File: src/rtl/chaser_pkg.sv
package chaser_pkg;

    localparam int MODE_W = 2;

    typedef enum logic [MODE_W-1:0] {
        MODE_TWIST     = 2'b00,
        MODE_ROTATE    = 2'b01,
        MODE_BOUNCE    = 2'b10,
        MODE_TWIST_ALT = 2'b11
    } mode_t;

    typedef enum logic [1:0] {
        PS_TWIST,
        PS_ROTATE,
        PS_BOUNCE_UP,
        PS_BOUNCE_DOWN
    } pat_state_t;

    // Entry state taken on a restart into the given mode.
    function automatic pat_state_t entry_state(input logic [MODE_W-1:0] m);
        pat_state_t s;
        case (m)
            MODE_ROTATE: s = PS_ROTATE;
            MODE_BOUNCE: s = PS_BOUNCE_UP;
            default:     s = PS_TWIST;
        endcase
        return s;
    endfunction

    // Single-dot modes start with LED0 lit; twisted ring starts dark.
    function automatic logic starts_lit(input logic [MODE_W-1:0] m);
        return (m == MODE_ROTATE) || (m == MODE_BOUNCE);
    endfunction

endpackage

File: src/rtl/mode_sync.sv
module mode_sync
    import chaser_pkg::*;
(
    input  logic              clk,
    input  logic              rst,
    input  logic [MODE_W-1:0] sw_async,
    output logic [MODE_W-1:0] mode_s,
    output logic              restart
);

    logic [MODE_W-1:0] stage_a;
    logic [MODE_W-1:0] stage_b;
    logic [MODE_W-1:0] mode_last;

    always_ff @(posedge clk) begin
        if (rst) begin
            stage_a   <= '0;
            stage_b   <= '0;
            mode_last <= '0;
        end else begin
            stage_a   <= sw_async;
            stage_b   <= stage_a;
            mode_last <= stage_b;
        end
    end

    assign mode_s  = stage_b;
    assign restart = (stage_b != mode_last);

endmodule

File: src/rtl/step_prescaler.sv
module step_prescaler #(
    parameter int TERM_COUNT = 15_000_000
) (
    input  logic clk,
    input  logic rst,
    input  logic clear,
    output logic tick
);

    localparam int CW = (TERM_COUNT > 2) ? $clog2(TERM_COUNT) : 1;
    localparam logic [CW-1:0] LAST = CW'(TERM_COUNT - 1);

    logic [CW-1:0] count_q;

    assign tick = (count_q == LAST);

    always_ff @(posedge clk) begin
        if (rst || clear) begin
            count_q <= '0;
        end else if (tick) begin
            count_q <= '0;
        end else begin
            count_q <= count_q + 1'b1;
        end
    end

endmodule

File: src/rtl/pattern_engine.sv
module pattern_engine
    import chaser_pkg::*;
#(
    parameter int LED_W = 8
) (
    input  logic              clk,
    input  logic              rst,
    input  logic              restart,
    input  logic              tick,
    input  logic [MODE_W-1:0] mode,
    output pat_state_t        state,
    output logic [LED_W-1:0]  led
);

    localparam int TOP = LED_W - 1;

    pat_state_t       state_n;
    logic [LED_W-1:0] led_n;

    always_comb begin
        state_n = state;
        led_n   = led;
        if (restart) begin
            state_n = entry_state(mode);
            led_n   = starts_lit(mode) ? LED_W'(1) : '0;
        end else if (tick) begin
            unique case (state)
                PS_TWIST: begin
                    led_n = {led[TOP-1:0], ~led[TOP]};
                end
                PS_ROTATE: begin
                    led_n = {led[TOP-1:0], led[TOP]};
                end
                PS_BOUNCE_UP: begin
                    if (led[TOP]) begin
                        led_n   = led >> 1;
                        state_n = PS_BOUNCE_DOWN;
                    end else begin
                        led_n = led << 1;
                    end
                end
                PS_BOUNCE_DOWN: begin
                    if (led[0]) begin
                        led_n   = led << 1;
                        state_n = PS_BOUNCE_UP;
                    end else begin
                        led_n = led >> 1;
                    end
                end
            endcase
        end
    end

    // State register
    always_ff @(posedge clk) begin
        if (rst) begin
            state <= PS_TWIST;
        end else begin
            state <= state_n;
        end
    end

    // Output register
    always_ff @(posedge clk) begin
        if (rst) begin
            led <= '0;
        end else begin
            led <= led_n;
        end
    end

endmodule

File: src/rtl/led_chaser_top.sv
module led_chaser_top
    import chaser_pkg::*;
#(
    parameter int LED_W      = 8,
    parameter int TERM_COUNT = 15_000_000
) (
    input  logic             clk,
    input  logic             rst,
    input  logic [1:0]       sw_mode,
    output logic [LED_W-1:0] led
);

    logic [MODE_W-1:0] mode_s;
    logic              restart;
    logic              tick;
    pat_state_t        state_q;

    mode_sync u_sync (
        .clk      (clk),
        .rst      (rst),
        .sw_async (sw_mode),
        .mode_s   (mode_s),
        .restart  (restart)
    );

    step_prescaler #(.TERM_COUNT(TERM_COUNT)) u_presc (
        .clk   (clk),
        .rst   (rst),
        .clear (restart),
        .tick  (tick)
    );

    pattern_engine #(.LED_W(LED_W)) u_engine (
        .clk     (clk),
        .rst     (rst),
        .restart (restart),
        .tick    (tick),
        .mode    (mode_s),
        .state   (state_q),
        .led     (led)
    );

endmodule

File: config.mk
export PLATFORM = sky130hd
export DESIGN_NAME = led_chaser_top
export DESIGN_NICKNAME = d
export VERILOG_FILES = /design/src/rtl/chaser_pkg.sv /design/src/rtl/mode_sync.sv /design/src/rtl/step_prescaler.sv /design/src/rtl/pattern_engine.sv /design/src/rtl/led_chaser_top.sv
export SDC_FILE = /design/constraint.sdc
export NUM_CORES = 1
export LEC_CHECK = 0
export ABC_AREA = 1
export BUFFER_PORTS_ARGS = -buffer_cell sky130_fd_sc_hd__buf_2
export CORE_MARGIN = 2
export CORE_UTILIZATION = 55
export CTS_CLUSTER_DIAMETER = 50
export DETAILED_ROUTE_END_ITERATION = 8
export PLACE_DENSITY = 0.73
export SYNTH_ARGS = -nofsm -noshare
export SYNTH_HDL_FRONTEND = slang
export SYNTH_HIERARCHICAL = 1
export SYNTH_SLANG_ARGS = --single-unit
File: constraint.sdc
create_clock -name clk -period 2.4 [get_ports clk]
set_clock_uncertainty 0.05 [all_clocks]
set_input_delay 0.72 -clock clk [delete_from_list [all_inputs] [get_ports clk]]
set_output_delay 0.72 -clock clk [all_outputs]
set_load 0.01 [all_outputs]
==> results of run 1 <==
## cells by family (layout without fill, tap and decap cells)
logic type	after synthesis	in the layout	synth area share
AOI/OAI and AO/OA	24	24	0.0653
xor gates and xnor gates	11	11	0.0409
adders and majority gates	3	3	0.0159
buffers and inverters	51	68	0.0908
DFF	40	40	0.340
and+or+nand+nor	231	231	0.447
## path summary, 6_finish.rpt
| kind | start | to | slack, ns | depth (start not counted) |
|---|---|---|---|---|
| setup / recovery | u_engine/led[0] | led[0] | 0.52 | 1 |
| hold / removal | u_sync/stage_a[1] | u_sync/mode_s[1] | 0.36 | 2 |
| setup reg to reg | u_presc/count_q[0] | u_engine/state[0] | 0.54 | 9 |
| hold reg to reg | u_sync/stage_a[1] | u_sync/mode_s[1] | 0.36 | 2 |
## routing by layer
metal / wire [microns] / global-route usage / vias to the layer above
met5: 0 / 0 / -
met4: 74 / 0.0850 / 0
met3: 226 / 0.0305 / 8
met2: 1980 / 0.313 / 48
met1: 2260 / 0.302 / 937
li1: - / - / 1143
## flip-flops by register name, indices dropped and copies added (netlist names)
signal            count
u_engine/state        2
u_presc/count_q      24
u_sync/stage_a        2
u_engine/led          8
u_sync/mode_last      2
u_sync/mode_s         2
## power by group through the flow
stage,combinational [mW],clock [mW],sequential (mW)
6_report,0.0871,0.602,0.687
5_1_grt,0.100,0.641,0.689
4_1_cts,0.0881,0.615,0.687
3_5_place_dp,0.0879,0,0.703
3_3_place_gp,0.0865,0,0.702
2_1_floorplan,0.0743,0,0.699
## cell usage after synthesis (all sizes together)
library cell  number
a21oi             19
and2               1
buf                5
clkinv             1
dfxtp             40
ha                 3
inv               45
nand2            129
nand3             26
nand4              5
nor2              65
nor3               4
o21ai              5
or2                1
xnor2              3
xor2               8
## through the flow
| step | utilization | worst slack (ns) | hold WS [ns] | power (mW) | instance area (sq um) |
|---|---|---|---|---|---|
| finish | 0.637 | 0.516 | 0.357 | 1.38 | 2580 |
| global route | 0.637 | 0.299 | 0.370 | 1.43 | 2580 |
| floorplan | - | 0.678 | 0.338 | 0.773 | 2360 |
| CTS | 0.637 | 0.505 | 0.360 | 1.39 | 2580 |
| global placement | 0.606 | 0.586 | 0.340 | 0.789 | 2460 |
| detailed placement | 0.606 | 0.525 | 0.348 | 0.791 | 2460 |
## final cells by class
class	instances	area, sq um	area share
sequential	40	801	0.310
clock inverter	1	30.0	0.0116
inverter	46	174	0.0673
multi-input combinational	269	1340	0.520
tap	50	62.6	0.0242
clock buffer	7	96.3	0.0373
timing repair buffer	14	77.6	0.0300
==> impl_metrics.toml, run 1 <==
[sta]
finalSetupViolCount = 0
post-route-period-util = 0.785
rsz0062_at_grt = "false"
report.final.slew_viol_count = 0
min_period_ns = 1.88
timing.slew.headroom = 0.675
final.setup.tns_ns = 0
finalHoldViolCount = 0
worstMarginPinSlew_ns = 0.486
max_freq_ghz = 0.531

[grt]
antenna_found_initial = 0
grt_pass1_vias = 1979
gr-total-overflow = 0
grt_start_max_net_pins = 25
track_usage = 0.209
grt_pass1_wl_mm = 8.49

[synth]
syn_avg_cell_area_sq_um = 6.55
yosysWarnings = 6
syn_inst = 360
yosys.area.top_type_share = 0.340
synth.distinct_cells = 27
yosysSeqAreaShare = 0.340
ys_ff_latch = 40
synth_nets = 367
synth.cell_area_sq_um = 2360
ys_top_cells_by_area = "dfxtp_1, nand2_1, nor2_1"
yosysTopAreaCell = "dfxtp_1"

[clock_tree]
htreeDepth = 2
cts_buffers = 5
clk_path_buf_depth = 2
clkLatencyLatePin_ns = 0.29
post_cts_buffers = 0
cts_resized = 0
cts_hold_buf = 0
cts_root_buffer = "clkbuf_8"
cts_sinks = 40
cts_tree = "yes"
clkSlewWorstSetupHoldPaths_ns = 0.08

[power_and_ir_drop]
powerDensity_nw_per_um2 = 533
ir_worst_vdd_mv = 0.346
swShare = 0.225
power.switching_mw = 0.309
power_frac_seq = 0.499
p_comb_frac = 0.063
intPower_mw = 1.07
p_leak_nw = 0.993
p_clk_frac = 0.438

[run_status]
status = "finished clean"

[cells_and_area]
drive_gt1_frac = 0.186
fill_cells = 386
layout_common_cells = "nand2_1, nor2_1, inv_1, dfxtp_1, nand3_1"
fin_cells = 427
final_common_cell = "nand2_1"
n_antenna_cell = 0
finalNetCount = 383
area_delta_synth_final_pct = 9.61

[critical_path]
required_ns = 1.63
path_buf_inv = 1
end_kind = "primary output"
arrival_ns = 1.11
slowest_delay_ns = 0.60
cp_cell_sequence = "buf_2"
crit_family = "flip-flops"
startpoint_type = "flip-flop"
path_class = "flip-flop to primary output"
cp_slowest_cell = "dfxtp_1"
worstPathMaxFanout = 12

[run]
max_cap_violations = 0

[detailed_routing]
ant_nets = 0
wl_per_cell_microns = 10.6
finalWirelength_mm = 4.54
num_vias = 2136
drt-pass1-iter-count = 4
vias_per_cell = 5.00
drt_iter0_markers = 141
route.detailed.drc = 0

[placement]
dp_cells = 419
portBuffers = 11
place_congestion = 0.861
dp_hpwl_mm = 3.39

[floorplan]
num_io_pins = 12
die_h_microns = 69.5
die_area_sq_um = 4830
start_util = 0.581
row_count = 23
coreArea_sq_um = 4060
die_w_microns = 69.5

[worst_hold_path]
hold_class = "flip-flop to flip-flop"
(Power assumes the default switching activity.)
==> run 2: changes to the inputs <==
--- a/config.mk
+++ b/config.mk
@@ -11,7 +11,7 @@
 export CORE_UTILIZATION = 55
 export CTS_CLUSTER_DIAMETER = 50
 export DETAILED_ROUTE_END_ITERATION = 8
-export PLACE_DENSITY = 0.73
+export PLACE_DENSITY = 0.76
 export SYNTH_ARGS = -nofsm -noshare
 export SYNTH_HDL_FRONTEND = slang
 export SYNTH_HIERARCHICAL = 1
==> constraint.sdc (replaced) <==
create_clock -name clk -period 1.6 [get_ports clk]
set_clock_uncertainty 0.05 [all_clocks]
set_input_delay 0.48 -clock clk [delete_from_list [all_inputs] [get_ports clk]]
set_output_delay 0.48 -clock clk [all_outputs]
set_load 0.01 [all_outputs]
==> run 2 against run 1 <==
Effect of this change:
- worst setup slack worse by 0.48 ns
- die area unchanged
- sequential cell count unchanged
- hold slack worse by 0.023 ns
- clock power up 46%
- first-iteration DRC count up 35%
- count of clock-buffer cells in the layout down 1
- wire length up 16%
- largest cell class unchanged
==> impl_metrics.toml, run 2 (synthesis gave the netlist of run 1 again) <==
[placement]
dpl_worst_slack_ns = 0.0188
placed_area_sq_um = 2600
dp_hpwl_mm = 3.63
portBuffers = 11
place_congestion = 0.883

[grt]
track_usage = 0.227
grt_start_max_net_pins = 25
grt_pass1_wl_mm = 9.11
gr-total-overflow = 0
grt_pass1_vias = 2046
antenna_found_initial = 0

[power_and_ir_drop]
ir_worst_vdd_mv = 0.605
powerDensity_nw_per_um2 = 734
total_power_mw = 2.07
p_leak_nw = 1.16

[clock_tree]
clk_path_buf_depth = 2
htreeDepth = 2
cts_root_buffer = "clkbuf_8"
cts_sinks = 40
clkLatencyLatePin_ns = 0.29
cts_buffers = 5
cts_tree = "yes"
cts_hold_buf = 0
clkSlewWorstSetupHoldPaths_ns = 0.08

[critical_path]
worstPathMaxFanout = 10
arrival_ns = 1.03
cp_slowest_cell = "dfxtp_1"
path_buf_inv = 1
required_ns = 1.07
path_class = "flip-flop to primary output"
startpoint_type = "flip-flop"
crit_family = "flip-flops"
end_kind = "primary output"
slowest_delay_ns = 0.53
r2r_slack_ns = 0.06
cp_cell_sequence = "buf_2"

[cells_and_area]
final_common_cell = "nand2_1"
drive_gt1_frac = 0.283
final_area_sq_um = 2820
layout_common_cells = "nand2_1, nor2_1, inv_1"
largest_reg_flops = 24
regMostFlops = "u_presc/count_q"
n_antenna_cell = 0
area_delta_synth_final_pct = 19.6
reg_top3 = "u_presc/count_q: 24 flops, u_engine/led: 8 flops"
finalNetCount = 402

[floorplan]
die_w_microns = 69.5
row_count = 23
die_h_microns = 69.5
num_io_pins = 12
start_util = 0.581
die_area_sq_um = 4830
coreArea_sq_um = 4060

[sta]
rsz0062_at_grt = "true"
max_freq_ghz = 0.641
timing.slew.headroom = 0.769
finalHoldViolCount = 0
fin_ws_ns = 0.0400
worstMarginPinSlew_ns = 0.345
min_period_ns = 1.56
final.setup.tns_ns = 0
report.final.slew_viol_count = 0
post-route-period-util = 0.975
finalSetupViolCount = 0

[run]
max_cap_violations = 0

[detailed_routing]
finalWirelength_mm = 5.29
route.detailed.drc = 0
wl_per_cell_microns = 11.9
drt-pass1-iter-count = 4
ant_nets = 0
drt_iter0_markers = 191
num_vias = 2308
vias_per_cell = 5.17

[run_status]
status = "finished clean"

[worst_hold_path]
hold_class = "primary input to flip-flop"
==> run 2: cell types whose count changed in the layout (fill, tap and decap cells not counted), sizes merged <==
cell	change
clkinv	+1
clkbuf	-1
buf	+19
==> run 2: layer usage <==
layer / track usage / routed length (microns) / share of wire / vias to the layer above
met4: 0.0741 / 100 / 0.019 / 0
met5: 0 / 0 / 0 / -
met1: 0.318 / 2500 / 0.47 / 1050
met2: 0.359 / 2440 / 0.46 / 65
li1: - / - / - / 1179
met3: 0.0349 / 248 / 0.047 / 14
==> run 2: where the power goes <==
group | total, mW | leakage, nW | switching, mW | internal [mW]
Combinational | 0.162 | 0.767 | 0.105 | 0.0574
Sequential | 1.03 | 0.328 | 0.0173 | 1.01
Clock | 0.878 | 0.0614 | 0.367 | 0.510
Total | 2.07 | 1.16 | 0.489 | 1.58
==> run 2: path summary, 6_finish.rpt <==
path,startpoint,endpoint,cells past startpoint
setup reg to reg,u_presc/count_q[17],u_engine/led[7],9
hold reg to reg,u_sync/stage_a[0],u_sync/mode_s[0],2
hold / removal,sw_mode[1],u_sync/stage_a[1],3
setup / recovery,u_engine/led[7],led[7],1
==> run 2: area by class of cell <==
type                    instances  area, sq um
multi-input cells             269         1420
fillers                       323         1240
flip-flops and latches         40          811
repair buffers                 33          233
inverters                      46          176
clock buffers                   6         82.6
well taps                      50         62.6
clock inverters                 2         38.8
==> run 2: repair_timing <==
item	4_1_cts	5_1_grt
setup buffers	1	3
gates resized for setup	2	26
gates cloned	0	0
setup endpoints to repair	2	14
pin swaps	2	13
endpoints found under the hold margin	0	0
==> run 2: through the flow <==
step | instances | util | hold slack (ns)
after global placement | 435 | 0.640 | 0.339
final | 446 | 0.695 | 0.333
after detailed placement | 435 | 0.640 | 0.343
after floorplan | 360 | - | 0.338
after global routing | 446 | 0.695 | 0.334
after CTS | 444 | 0.673 | 0.332
